===== config.mk =====
export PLATFORM = sky130hd
export DESIGN_NAME = tmr_capcmp_reg
export DESIGN_NICKNAME = d
export VERILOG_FILES = /design/src/rtl/tcc_pkg.sv /design/src/rtl/tcc_role_dec.sv /design/src/rtl/tcc_cap_edge.sv /design/src/rtl/tcc_reg_core.sv /design/src/rtl/tmr_capcmp_reg.sv
export SDC_FILE = /design/constraint.sdc
export NUM_CORES = 1
export LEC_CHECK = 0
export ABC_AREA = 0
export BUFFER_PORTS_ARGS = -buffer_cell sky130_fd_sc_hd__buf_2
export CAP_MARGIN = 10
export CORE_MARGIN = 1.5
export CORE_UTILIZATION = 53
export CTS_BUF_LIST = sky130_fd_sc_hd__clkbuf_4
export DETAILED_ROUTE_END_ITERATION = 8
export GPL_ROUTABILITY_DRIVEN = 0
export PLACE_DENSITY_LB_ADDON = 0.05
export SYNTH_ARGS = -nofsm -noshare
export SYNTH_HDL_FRONTEND = slang
export SYNTH_SLANG_ARGS = --single-unit

===== constraint.sdc =====
create_clock -name clk_i -period 2.5 [get_ports clk_i]
set_clock_uncertainty 0.2 [all_clocks]
set_input_delay 0.5 -clock clk_i [delete_from_list [all_inputs] [get_ports clk_i]]
set_output_delay 0.5 -clock clk_i [all_outputs]
set_load 0.01 [all_outputs]

===== src/rtl/tcc_pkg.sv =====
package tcc_pkg;
  typedef enum logic [2:0] {
    MODE_FREE     = 3'd0,
    MODE_EVT      = 3'd1,
    MODE_ONESHOT  = 3'd2,
    MODE_INTERVAL = 3'd3,
    MODE_PWM      = 3'd4,
    MODE_TRIG     = 3'd5,
    MODE_PWMEAS   = 3'd6,
    MODE_SPARE    = 3'd7
  } tmr_mode_e;

  typedef enum logic [1:0] {
    EDGE_NONE = 2'b00,
    EDGE_RISE = 2'b01,
    EDGE_FALL = 2'b10,
    EDGE_BOTH = 2'b11
  } edge_sel_e;

  typedef struct packed {
    logic capture;   // latch counter on edge
    logic compare;   // drive match
    logic reload;    // reload-buffered write mode
    logic wr_block;  // writes dropped
  } role_t;
endpackage


===== src/rtl/tcc_role_dec.sv =====
module tcc_role_dec
  import tcc_pkg::*;
(
  input  logic [2:0] mode_i,
  input  logic       cap_sel_i,
  output role_t      role_o
);
  tmr_mode_e mode;
  assign mode = tmr_mode_e'(mode_i);

  always_comb begin
    role_o = '{capture: 1'b0, compare: 1'b1, reload: 1'b0, wr_block: 1'b0};
    case (mode)
      MODE_FREE: begin
        role_o.capture = cap_sel_i;
        role_o.compare = ~cap_sel_i;
      end
      MODE_PWMEAS: begin
        role_o.capture  = 1'b1;
        role_o.compare  = 1'b0;
        role_o.wr_block = 1'b1;
      end
      MODE_PWM, MODE_TRIG: role_o.reload = 1'b1;
      default: ;
    endcase
  end
endmodule


===== src/rtl/tcc_cap_edge.sv =====
module tcc_cap_edge
  import tcc_pkg::*;
#(
  parameter int unsigned SYNC_STAGES = 2
) (
  input  logic       clk_i,
  input  logic       rst_ni,
  input  logic       cap_i,
  input  logic [1:0] edge_sel_i,
  output logic       strobe_o
);
  localparam int unsigned LAST = SYNC_STAGES;

  // stages 0..SYNC_STAGES-1 synchronize, stage LAST holds previous sample
  logic [LAST:0] sh_q;

  for (genvar g = 0; g <= LAST; g++) begin : g_stage
    if (g == 0) begin : g_first
      always_ff @(posedge clk_i or negedge rst_ni) begin
        if (!rst_ni) sh_q[g] <= 1'b0;
        else         sh_q[g] <= cap_i;
      end
    end else begin : g_next
      always_ff @(posedge clk_i or negedge rst_ni) begin
        if (!rst_ni) sh_q[g] <= 1'b0;
        else         sh_q[g] <= sh_q[g-1];
      end
    end
  end

  logic rise, fall;
  assign rise = sh_q[LAST-1] & ~sh_q[LAST];
  assign fall = ~sh_q[LAST-1] & sh_q[LAST];

  always_comb begin
    case (edge_sel_e'(edge_sel_i))
      EDGE_RISE: strobe_o = rise;
      EDGE_FALL: strobe_o = fall;
      EDGE_BOTH: strobe_o = rise | fall;
      default:   strobe_o = 1'b0;
    endcase
  end
endmodule


===== src/rtl/tcc_reg_core.sv =====
module tcc_reg_core
  import tcc_pkg::*;
#(
  parameter int unsigned WIDTH = 16
) (
  input  logic             clk_i,
  input  logic             rst_ni,
  input  role_t            role_i,
  input  logic             enable_i,
  input  logic [WIDTH-1:0] count_i,
  input  logic             cap_stb_i,
  input  logic             wr_en_i,
  input  logic [WIDTH-1:0] wr_data_i,
  output logic [WIDTH-1:0] value_o,
  output logic             match_o
);
  logic [WIDTH-1:0] act_q, act_d, buf_q, buf_d;
  logic             match_q, match_d;
  logic             hit, boundary;

  assign hit      = (count_i == act_q);
  assign boundary = enable_i & hit;

  always_comb begin
    act_d = act_q;
    buf_d = buf_q;
    if (role_i.reload && boundary) act_d = buf_q;
    if (wr_en_i && !role_i.wr_block) begin
      if (role_i.reload && enable_i) begin
        buf_d = wr_data_i;
      end else begin
        act_d = wr_data_i;
        buf_d = wr_data_i;
      end
    end
    // capture overrides write
    if (role_i.capture && enable_i && cap_stb_i) begin
      act_d = count_i;
      buf_d = count_i;
    end
    match_d = role_i.compare & boundary;
  end

  always_ff @(posedge clk_i or negedge rst_ni) begin
    if (!rst_ni) begin
      act_q   <= '0;
      buf_q   <= '0;
      match_q <= 1'b0;
    end else begin
      act_q   <= act_d;
      buf_q   <= buf_d;
      match_q <= match_d;
    end
  end

  assign value_o = act_q;
  assign match_o = match_q;

  a_r6_no_capture_disabled: assert property (@(posedge clk_i) disable iff (!rst_ni)
    (!enable_i && !wr_en_i) |=> $stable(act_q));
endmodule


===== src/rtl/tmr_capcmp_reg.sv =====
module tmr_capcmp_reg
  import tcc_pkg::*;
#(
  parameter int unsigned WIDTH       = 16,
  parameter int unsigned SYNC_STAGES = 2
) (
  input  logic             clk_i,
  input  logic             rst_ni,
  input  logic [WIDTH-1:0] count_i,
  input  logic [2:0]       mode_i,
  input  logic             cap_sel_i,
  input  logic [1:0]       edge_sel_i,
  input  logic             cap_i,
  input  logic             enable_i,
  input  logic             wr_en_i,
  input  logic [WIDTH-1:0] wr_data_i,
  output logic [WIDTH-1:0] value_o,
  output logic             match_o
);
  role_t role;
  logic  cap_stb;

  tcc_role_dec u_role (
    .mode_i    (mode_i),
    .cap_sel_i (cap_sel_i),
    .role_o    (role)
  );

  tcc_cap_edge #(.SYNC_STAGES(SYNC_STAGES)) u_edge (
    .clk_i      (clk_i),
    .rst_ni     (rst_ni),
    .cap_i      (cap_i),
    .edge_sel_i (edge_sel_i),
    .strobe_o   (cap_stb)
  );

  tcc_reg_core #(.WIDTH(WIDTH)) u_core (
    .clk_i     (clk_i),
    .rst_ni    (rst_ni),
    .role_i    (role),
    .enable_i  (enable_i),
    .count_i   (count_i),
    .cap_stb_i (cap_stb),
    .wr_en_i   (wr_en_i),
    .wr_data_i (wr_data_i),
    .value_o   (value_o),
    .match_o   (match_o)
  );

  logic is_meas, is_reload;
  assign is_meas   = (mode_i == MODE_PWMEAS);
  assign is_reload = (mode_i == MODE_PWM) || (mode_i == MODE_TRIG);

  a_r3_no_match_meas: assert property (@(posedge clk_i) disable iff (!rst_ni)
    is_meas |=> !match_o);

  a_r10_meas_only_capture: assert property (@(posedge clk_i) disable iff (!rst_ni)
    (is_meas && !cap_stb) |=> $stable(value_o));

  a_r7_reload_hold: assert property (@(posedge clk_i) disable iff (!rst_ni)
    (is_reload && enable_i && count_i != value_o) |=> $stable(value_o));

  a_r11_match_cause: assert property (@(posedge clk_i) disable iff (!rst_ni)
    match_o |-> ($past(enable_i) && $past(count_i == value_o)));
endmodule


==> results.ini, run 1 <==
[cts]
cts_tree = yes
cts_hold_buf = 0
cts-root-buf = clkbuf_4
htreeDepth = 2
cts_setup_buffers = 0
insertion_delay_ns = 0.33
cts_buffer_depth = 2
numCtsBuffers = 5
clk_pin_slew_ns = 0.10
clock_sinks = 36
cts_resized = 0

[layout]
final_nets = 305
antenna_cells = 0
layout-drive-gt1-share = 0.288
syn_to_final_growth_pct = 23.0

[sta]
relSlewSlack = 0.469
tightest_slew_ns = 0.796
fmax_ghz = 0.432
slew_viol_final = 0
layout_setup_ws_ns = 0.183
rsz0062_at_grt = false
setup_viol = 0
tns_ns = 0
finalCritPeriodShare = 0.927
whs_ns = 0.0485
layout_min_cycle_time_ns = 2.32
final_hold_viol_count = 0

[drt]
dr.first_iter.drc_count = 116
wire_per_inst_um = 15.2
drt_first_pass_iters = 4
detail-route-antenna-nets = 0
viasPerCell = 5.64
drc = 0
wl_mm = 4.66
dr_total_vias = 1727

[critical_path]
required_ns = 2.54
path_class = flop to flop
arrival_ns = 2.36
startpoint_type = flop
worstPathMaxFanout = 9
r2r_setup_slack_ns = 0.18
end_kind = flop

[pwr]
pwr_density_cell_mw_per_mm2 = 552
max-vdd-ir-drop_mv = 0.350
p_leak_nw = 1.09

[yosys]
ys_types = 30
yosys_most_used_dff = dfrtp_1
synthCells = 194
ys_warn_count = 0
syn_area_mm2 = 0.00193
postSynthAreaPerCell_um2 = 9.93
synth_nets = 239
async_flop_share = 1.00
synth_edf_count = 0
synth_seq_cells = 36
seq_area_frac_synth = 0.468

[place]
io_buffers = 59
hpwl_mm = 3.26
dp_slack_ns = 0.0737

[global_route]
antenna_found_initial = 0
grt_max_degree = 37
grtUsageTotal = 0.244
grt_overflow = 0
grt_pass1_vias = 1650
grt_pass1_wl_mm = 7.69

[die]
core-area_mm2 = 0.00342
start_util = 0.564
ioPinCount = 60
die_w_um = 63.3
die_h_um = 63.3
die_area_mm2 = 0.00401
fp-row-count = 21

[outcome]
outcome = finished clean

[worst_hold_path]
hp-class = primary input to async pin

[flow_run]
cap_violations = 0

-- metrics by stage --
step	instances	area (um^2)	utilization	total power [mW]
after detailed placement	299	2320	0.681	1.05
after floorplan	194	1930	-	0.897
final	306	2370	0.694	1.31
after global routing	306	2370	0.694	1.40
after global placement	299	2320	0.681	1.04
after CTS	306	2370	0.694	1.32
-- power by group --
| part | internal [mW] | switching (mW) |
|---|---|---|
| registers | 0.659 | 0.0606 |
| clock network | 0.0982 | 0.173 |
| logic | 0.152 | 0.166 |
-- logic make-up (layout without fill, tap and decap cells) --
kind of cell	Yosys count	count (layout)	share of synthesized area
AO/OA/AOI/OAI	59	59	0.197
AND/OR/NAND/NOR	55	55	0.160
flip-flops	36	36	0.468
multiplexers	16	16	0.0831
buffers and inverters	15	81	0.0299
XOR/XNOR	11	11	0.0500
adder cells (fa/ha/maj)	2	2	0.0130
-- worst paths after layout --
kind	end	depth (start not counted)	from
worst max-delay path	u_core.value_o[2]$_DFF_PN0_	7	u_core.value_o[6]$_DFF_PN0_
worst max register to register	u_core.value_o[2]$_DFF_PN0_	7	u_core.value_o[6]$_DFF_PN0_
min in group clk_i	u_edge.sh_q[0]$_DFF_PN0_	1	cap_i
worst min-delay path	u_core.buf_q[2]$_DFFE_PN0P_	1	rst_ni
max in group asynchronous	u_core.value_o[3]$_DFF_PN0_	1	rst_ni
worst min register to register	u_edge.sh_q[1]$_DFF_PN0_	0	u_edge.sh_q[0]$_DFF_PN0_
-- layout make-up --
cell class,instances,area (um^2)
clock buffer,5,37.5
clock inverter,2,7.51
fill,285,1050
inverter,6,22.5
multi-input combinational,143,968
sequential,36,901
tap,46,57.6
timing repair buffer,68,375
-- state kept, by name, summed over array words and instances (netlist names) --
register and flops:
u_core.match_o 1, u_core.buf_q 16, u_core.value_o 16, u_edge.sh_q 3
-- worst max-delay path, cell delays in order (launching register included) --
cell,delay (ns)
dfrtp_1,0.42
nor2b_1,0.14
a21oi_1,0.18
or3b_1,0.39
o41a_1,0.44
buf_4,0.17
nor2b_1,0.12
o21ai_1,0.16
-- Yosys cell counts, types with 2 or more instances --
master / n / area, um^2
nand2b_1: 4 / 25.0
xor2_1: 9 / 78.8
dfrtp_1: 36 / 901
ha_1: 2 / 25.0
xnor2_1: 2 / 17.5
o21ai_1: 16 / 80.1
o21ai_0: 18 / 90.1
nor2b_1: 19 / 119
inv_1: 6 / 22.5
o221ai_1: 17 / 149
nand2_1: 21 / 78.8
a21oi_1: 3 / 15.0
or3b_1: 2 / 17.5
mux2i_1: 16 / 160
clkbuf_1: 8 / 30.0
-- placed cells by master (no fill, tap or decap), types with 2 or more instances in the layout --
master and instances:
clkbuf_4 5, clkinv_1 2, o21ai_0 18, buf_2 59
nand2b_1 4, inv_1 6, dfrtp_1 36, a21oi_1 3
nor2b_1 19, xor2_1 9, or3b_1 2, o221ai_1 17
o21ai_1 16, mux2i_1 16, xnor2_1 2, ha_1 2
nand2_1 21, buf_4 8
-- per-layer routing --
layer / wire length (um) / vias to the layer above / GRT usage
met5: 0 / - / 0
met4: 45 / 0 / 0.0842
met3: 310 / 5 / 0.0518
met2: 2200 / 59 / 0.398
met1: 2100 / 826 / 0.325
li1: - / 837 / -
Note: power is estimated with default switching activity, not from simulation.
==> run 2, diff against run 1 <==
==> constraint.sdc (replaced) <==
create_clock -name clk_i -period 2.5 [get_ports clk_i]
set_clock_uncertainty 0.2 [all_clocks]
set_input_delay 0 -clock clk_i [delete_from_list [all_inputs] [get_ports clk_i]]
set_output_delay 0 -clock clk_i [all_outputs]
set_load 0.01 [all_outputs]
==> results.ini, run 2 (same netlist as run 1, synthesis figures left out) <==
[sta]
layout_min_cycle_time_ns = 2.39  ; +0.0763 ns
tightest_slew_ns = 0.800  ; +0.00370 ns
tns_ns = 0  ; unchanged
fmax_ghz = 0.418  ; -3.2%
slew_viol_final = 0  ; unchanged
setup_viol = 0  ; unchanged
relSlewSlack = 0.467  ; -0.00247
final_hold_viol_count = 0  ; unchanged
rsz0062_at_grt = false
layout_setup_ws_ns = 0.107  ; -0.0763 ns
whs_ns = 0.0668  ; +0.0184 ns
finalCritPeriodShare = 0.957  ; +0.0305

[critical_path]
end_kind = flop
r2r-end = u_core.value_o[13]$_DFF_PN0_
arrival_ns = 2.47  ; +0.11 ns
required_ns = 2.57  ; +0.03 ns
path_class = flop to flop
r2r_setup_slack_ns = 0.11  ; -0.08 ns
reg2reg_depth = 6  ; -1
timing.rr.start = u_core.value_o[6]$_DFF_PN0_
startpoint_type = flop
worstPathMaxFanout = 16  ; +7

[cts]
htreeDepth = 2  ; unchanged
clock_sinks = 36  ; unchanged
cts_buffer_depth = 2  ; unchanged
clk_pin_slew_ns = 0.10  ; about the same
insertion_delay_ns = 0.34  ; about the same
cts-root-buf = clkbuf_4
cts_setup_buffers = 0  ; unchanged
numCtsBuffers = 5  ; unchanged
cts_tree = yes

[pwr]
finalPower_mw = 1.40  ; +6.6%
p_leak_nw = 1.24  ; +13%
pwr_density_cell_mw_per_mm2 = 516  ; -6.7%
max-vdd-ir-drop_mv = 0.392  ; +12%

[layout]
fill_cells = 248  ; -13%
final_nets = 338  ; +11%
layout-drive-gt1-share = 0.252  ; -0.0368
final_cell_mix = 59 x buf_2, 36 x dlygate4sd3_1, 36 x dfrtp_1
syn_to_final_growth_pct = 40.5
final_common_cell = buf_2
antenna_cells = 0  ; unchanged

[drt]
wire_per_inst_um = 15.0  ; -1.3%
drt_first_pass_iters = 4  ; unchanged
dr_total_vias = 1890  ; +9.4%
wl_mm = 5.10  ; +9.6%
drc = 0  ; unchanged
viasPerCell = 5.56  ; -1.5%
dr.first_iter.drc_count = 150  ; +29%
detail-route-antenna-nets = 0  ; unchanged

[die]
ioPinCount = 60  ; unchanged
die_w_um = 63.3  ; unchanged
start_util = 0.564  ; unchanged
die_area_mm2 = 0.00401  ; unchanged
core-area_mm2 = 0.00342  ; unchanged
die_h_um = 63.3  ; unchanged
fp-row-count = 21  ; unchanged

[global_route]
grt_pass1_wl_mm = 8.54  ; +11%
grt_use_met1 = 0.347  ; +0.0227
grtUsageTotal = 0.273  ; +0.0291
grt_max_degree = 37  ; unchanged
met3_usage = 0.0679  ; +0.0161
met2_usage = 0.449  ; +0.0519
grt_pass1_vias = 1853  ; +12%
grt_overflow = 0  ; unchanged
antenna_found_initial = 0  ; unchanged
top_usage_layer = met2

[place]
io_buffers = 59  ; unchanged
dp_slack_ns = 0.173  ; +0.0998 ns
hpwl_mm = 3.19  ; -2.1%

[worst_hold_path]
hp-class = primary input to async pin

[flow_run]
cap_violations = 0  ; unchanged

[outcome]
outcome = finished clean

run 2: cell count changes in the layout (fill, tap and decap cells not counted), sizes merged:
cell and change:
dlygate4sd3 +36, clkinv -1, buf -3, clkbuf +2
run 2: how the worst max path moves through the flow:
stage	to	from	slack, ns	cells past startpoint
detailed placement	u_core.value_o[4]$_DFF_PN0_	u_core.value_o[6]$_DFF_PN0_	0.17	6
floorplan	u_core.value_o[7]$_DFF_PN0_	u_core.value_o[6]$_DFF_PN0_	0.36	7
global route	u_core.value_o[4]$_DFF_PN0_	u_core.value_o[11]$_DFF_PN0_	0.03	6
finish	u_core.value_o[13]$_DFF_PN0_	u_core.value_o[6]$_DFF_PN0_	0.11	6
CTS	u_core.value_o[3]$_DFF_PN0_	u_core.value_o[6]$_DFF_PN0_	0.16	6
global placement	u_core.value_o[3]$_DFF_PN0_	u_core.value_o[11]$_DFF_PN0_	0.20	6
run 2: what timing repair did:
| action | 4_1_cts | 5_1_grt |
|---|---|---|
| resized for setup | 0 | 0 |
| hold buffers | 36 | 0 |
| endpoints found under the hold margin | 70 | 0 |
| endpoints found under the setup margin | 0 | 0 |
run 2: stage by stage:
step	area, um^2	cells	util
after floorplan	1930	194	-
after global placement	2290	296	0.670
after detailed placement	2290	296	0.670
after CTS	2710	340	0.792
after global routing	2710	340	0.792
final	2710	340	0.792
run 2: critical path: stages, from the launching register on:
cell and delay, ns:
dfrtp_1 0.44, nor2b_1 0.16, a21oi_1 0.16, or3b_1 0.38, o41a_1 0.63, nor2b_1 0.23, o21ai_1 0.12
run 2: area by class of cell:
cell class              instances  area (um^2)  share of cell area
multi-input cells             143          968               0.358
flip-flops and latches         36          901               0.333
repair buffers                101          701               0.259
well taps                      46         57.6              0.0213
clock buffers                   7         52.6              0.0194
inverters                       6         22.5             0.00832
clock inverters                 1         3.75             0.00139
run 2: layer usage:
metal	vias up	wire length (um)
li1	907	-
met1	895	2200
met2	75	2470
met3	13	317
met4	0	112
met5	-	0
run 2: report_power, final:
group          switching, mW  internal (mW)
logic                  0.173          0.181
clock network          0.190          0.130
registers             0.0621          0.659
total                  0.425          0.970
==> run 3, diff against run 2 <==
- CORE_MARGIN: 1.5 -> unset
- REMOVE_ABC_BUFFERS: unset -> 1
- clock period: 2.5 -> 2.4 ns (I/O delays scaled with it)
==> results.ini, run 3 (same netlist as run 1, synthesis figures left out) <==
[die]
die_h_um = 62.3  ; -1.6%
die_area_mm2 = 0.00388  ; -3.1%
start_util = 0.564  ; unchanged
fp-row-count = 21  ; unchanged
ioPinCount = 60  ; unchanged
die_w_um = 62.3  ; -1.6%
core-area_mm2 = 0.00342  ; unchanged

[layout]
multi_input_area_um2 = 973  ; +0.52%
finalCoreUtilization = 0.806  ; +0.0139
final_cell_mix = 59 x buf_2, 37 x dlygate4sd3_1, 36 x dfrtp_1
fill_cells = 257  ; +3.6%
final_nets = 344  ; +1.8%
antenna_cells = 0  ; unchanged
seqCellArea_um2 = 901  ; unchanged
final_common_cell = buf_2
layout-drive-gt1-share = 0.267  ; +0.0150
syn_to_final_growth_pct = 42.9

[sta]
tns_ns = 0  ; unchanged
relSlewSlack = 0.454  ; -0.0124
layout_min_cycle_time_ns = 2.30  ; -0.0978 ns
setup_viol = 0  ; unchanged
whs_ns = 0.0442  ; -0.0226 ns
finalCritPeriodShare = 0.956  ; about the same
final_hold_viol_count = 0  ; unchanged
fmax_ghz = 0.436  ; +4.3%
slew_viol_final = 0  ; unchanged
layout_setup_ws_ns = 0.105  ; -0.00223 ns
tightest_slew_ns = 0.818  ; +0.0186 ns
rsz0062_at_grt = false

[drt]
dr_total_vias = 1926  ; +1.9%
detail-route-antenna-nets = 0  ; unchanged
wl_mm = 5.43  ; +6.5%
drc = 0  ; unchanged
drt_first_pass_iters = 4  ; unchanged
viasPerCell = 5.57  ; +0.14%
dr.first_iter.drc_count = 91  ; -39%
wire_per_inst_um = 15.7  ; +4.6%

[pwr]
p_sw_mw = 0.465  ; +9.4%
pwr_density_cell_mw_per_mm2 = 529  ; +2.7%
p_leak_nw = 1.27  ; +2.4%
p_sw_frac = 0.319  ; +0.0145
pwr-share-comb = 0.266  ; +0.012
cellInternalPower_mw = 0.992  ; +2.3%
max-vdd-ir-drop_mv = 0.375  ; -4.3%
seqPwrFrac = 0.514  ; -0.003
pwr-share-clk = 0.220  ; -0.009

[global_route]
grt_pass1_vias = 1932  ; +4.3%
antenna_found_initial = 0  ; unchanged
grtUsageTotal = 0.306  ; +0.0329
grt_overflow = 0  ; unchanged
grt_max_degree = 37  ; unchanged
grt_pass1_wl_mm = 9.10  ; +6.6%

[critical_path]
crit_family = simple AND/OR/NAND/NOR gates
arrival_ns = 2.36  ; -0.11 ns
end_kind = flop
crit_path_max_incr_delay_ns = 0.46  ; -0.17 ns
worstPathMaxFanout = 5  ; -11
crit_slowest_cell = o41a_1
crit_chain = xor2_1 -> nor4_2 -> nand4b_1 -> o41a_1 -> buf_4 -> nor2b_1 -> o21ai_1
path_class = flop to flop
cp_num_buf_inv = 1  ; +1
required_ns = 2.47  ; -0.10 ns
startpoint_type = flop

[cts]
clk_pin_slew_ns = 0.12  ; +0.02 ns
cts_tree = yes
htreeDepth = 2  ; unchanged
insertion_delay_ns = 0.36  ; +0.02 ns
cts-root-buf = clkbuf_4
cts_buffer_depth = 2  ; unchanged
numCtsBuffers = 5  ; unchanged
clock_sinks = 36  ; unchanged

[outcome]
outcome = finished clean

[place]
hpwl_mm = 3.37  ; +5.5%
dp_slack_ns = 0.156  ; -0.0175 ns
io_buffers = 59  ; unchanged

[flow_run]
cap_violations = 0  ; unchanged

[worst_hold_path]
hp-class = primary input to flop

==> run 3: cell types whose count changed in the layout (fill, tap and decap cells not counted), sizes merged <==
| cell | previous run | this run |
|---|---|---|
| clkbuf | 7 | 5 |
| clkinv | 1 | 3 |
| buf | 65 | 70 |
| dlygate4sd3 | 36 | 37 |
==> run 3: metrics by stage <==
step                area (um^2)  cells  power [mW]
global placement           2330    301        1.08
floorplan                  1890    185       0.932
CTS                        2750    346        1.45
finish                     2750    346        1.46
detailed placement         2330    301        1.09
global route               2750    346        1.54
==> run 3: what timing repair did <==
item,4_1_cts,5_1_grt
setup endpoints to repair,0,1
endpoints found under the hold margin,70,0
resized for setup,0,1
hold buffers,37,0
buffers inserted,0,0
==> run 3: path summary, 6_finish.rpt <==
| path | from | endpoint | slack (ns) | cells past startpoint |
|---|---|---|---|---|
| setup / recovery | u_core.value_o[5]$_DFF_PN0_ | u_core.value_o[2]$_DFF_PN0_ | 0.10 | 7 |
| hold / removal | enable_i | u_core.value_o[8]$_DFF_PN0_ | 0.04 | 5 |
| setup reg to reg | u_core.value_o[5]$_DFF_PN0_ | u_core.value_o[2]$_DFF_PN0_ | 0.10 | 7 |
| hold reg to reg | u_edge.sh_q[0]$_DFF_PN0_ | u_edge.sh_q[1]$_DFF_PN0_ | 0.16 | 0 |
| max in group asynchronous | rst_ni | u_core.value_o[13]$_DFF_PN0_ | 1.42 | 2 |
| min in group asynchronous | rst_ni | u_core.buf_q[12]$_DFFE_PN0P_ | 0.06 | 2 |
==> run 3: cell type report <==
cell class | count | area share
clock buffers | 5 | 0.0136
multi-input cells | 143 | 0.353
clock inverters | 3 | 0.00500
well taps | 46 | 0.0209
repair buffers | 107 | 0.272
flip-flops and latches | 36 | 0.327
inverters | 6 | 0.00818
==> run 3: metal layers <==
layer	vias up	GRT usage	share of wire
met5	-	0	0
met3	9	0.0680	0.064
met2	84	0.504	0.49
met1	916	0.395	0.43
met4	0	0.113	0.017
li1	917	-	-
==> run 3: power groups by stage <==
stage / Clock [mW] / Combinational, mW / Sequential, mW
after global routing: 0.354 / 0.426 / 0.760
final: 0.321 / 0.388 / 0.749
after detailed placement: 0 / 0.334 / 0.757
after CTS: 0.324 / 0.380 / 0.746
after floorplan: 0 / 0.164 / 0.767
after global placement: 0 / 0.327 / 0.754
==> run 3: worst min-delay path, stage by stage <==
cell and delay (ns):
buf_2 0.13, nand3_1 0.07, buf_4 0.21, o221ai_1 0.09, o21ai_1 0.07
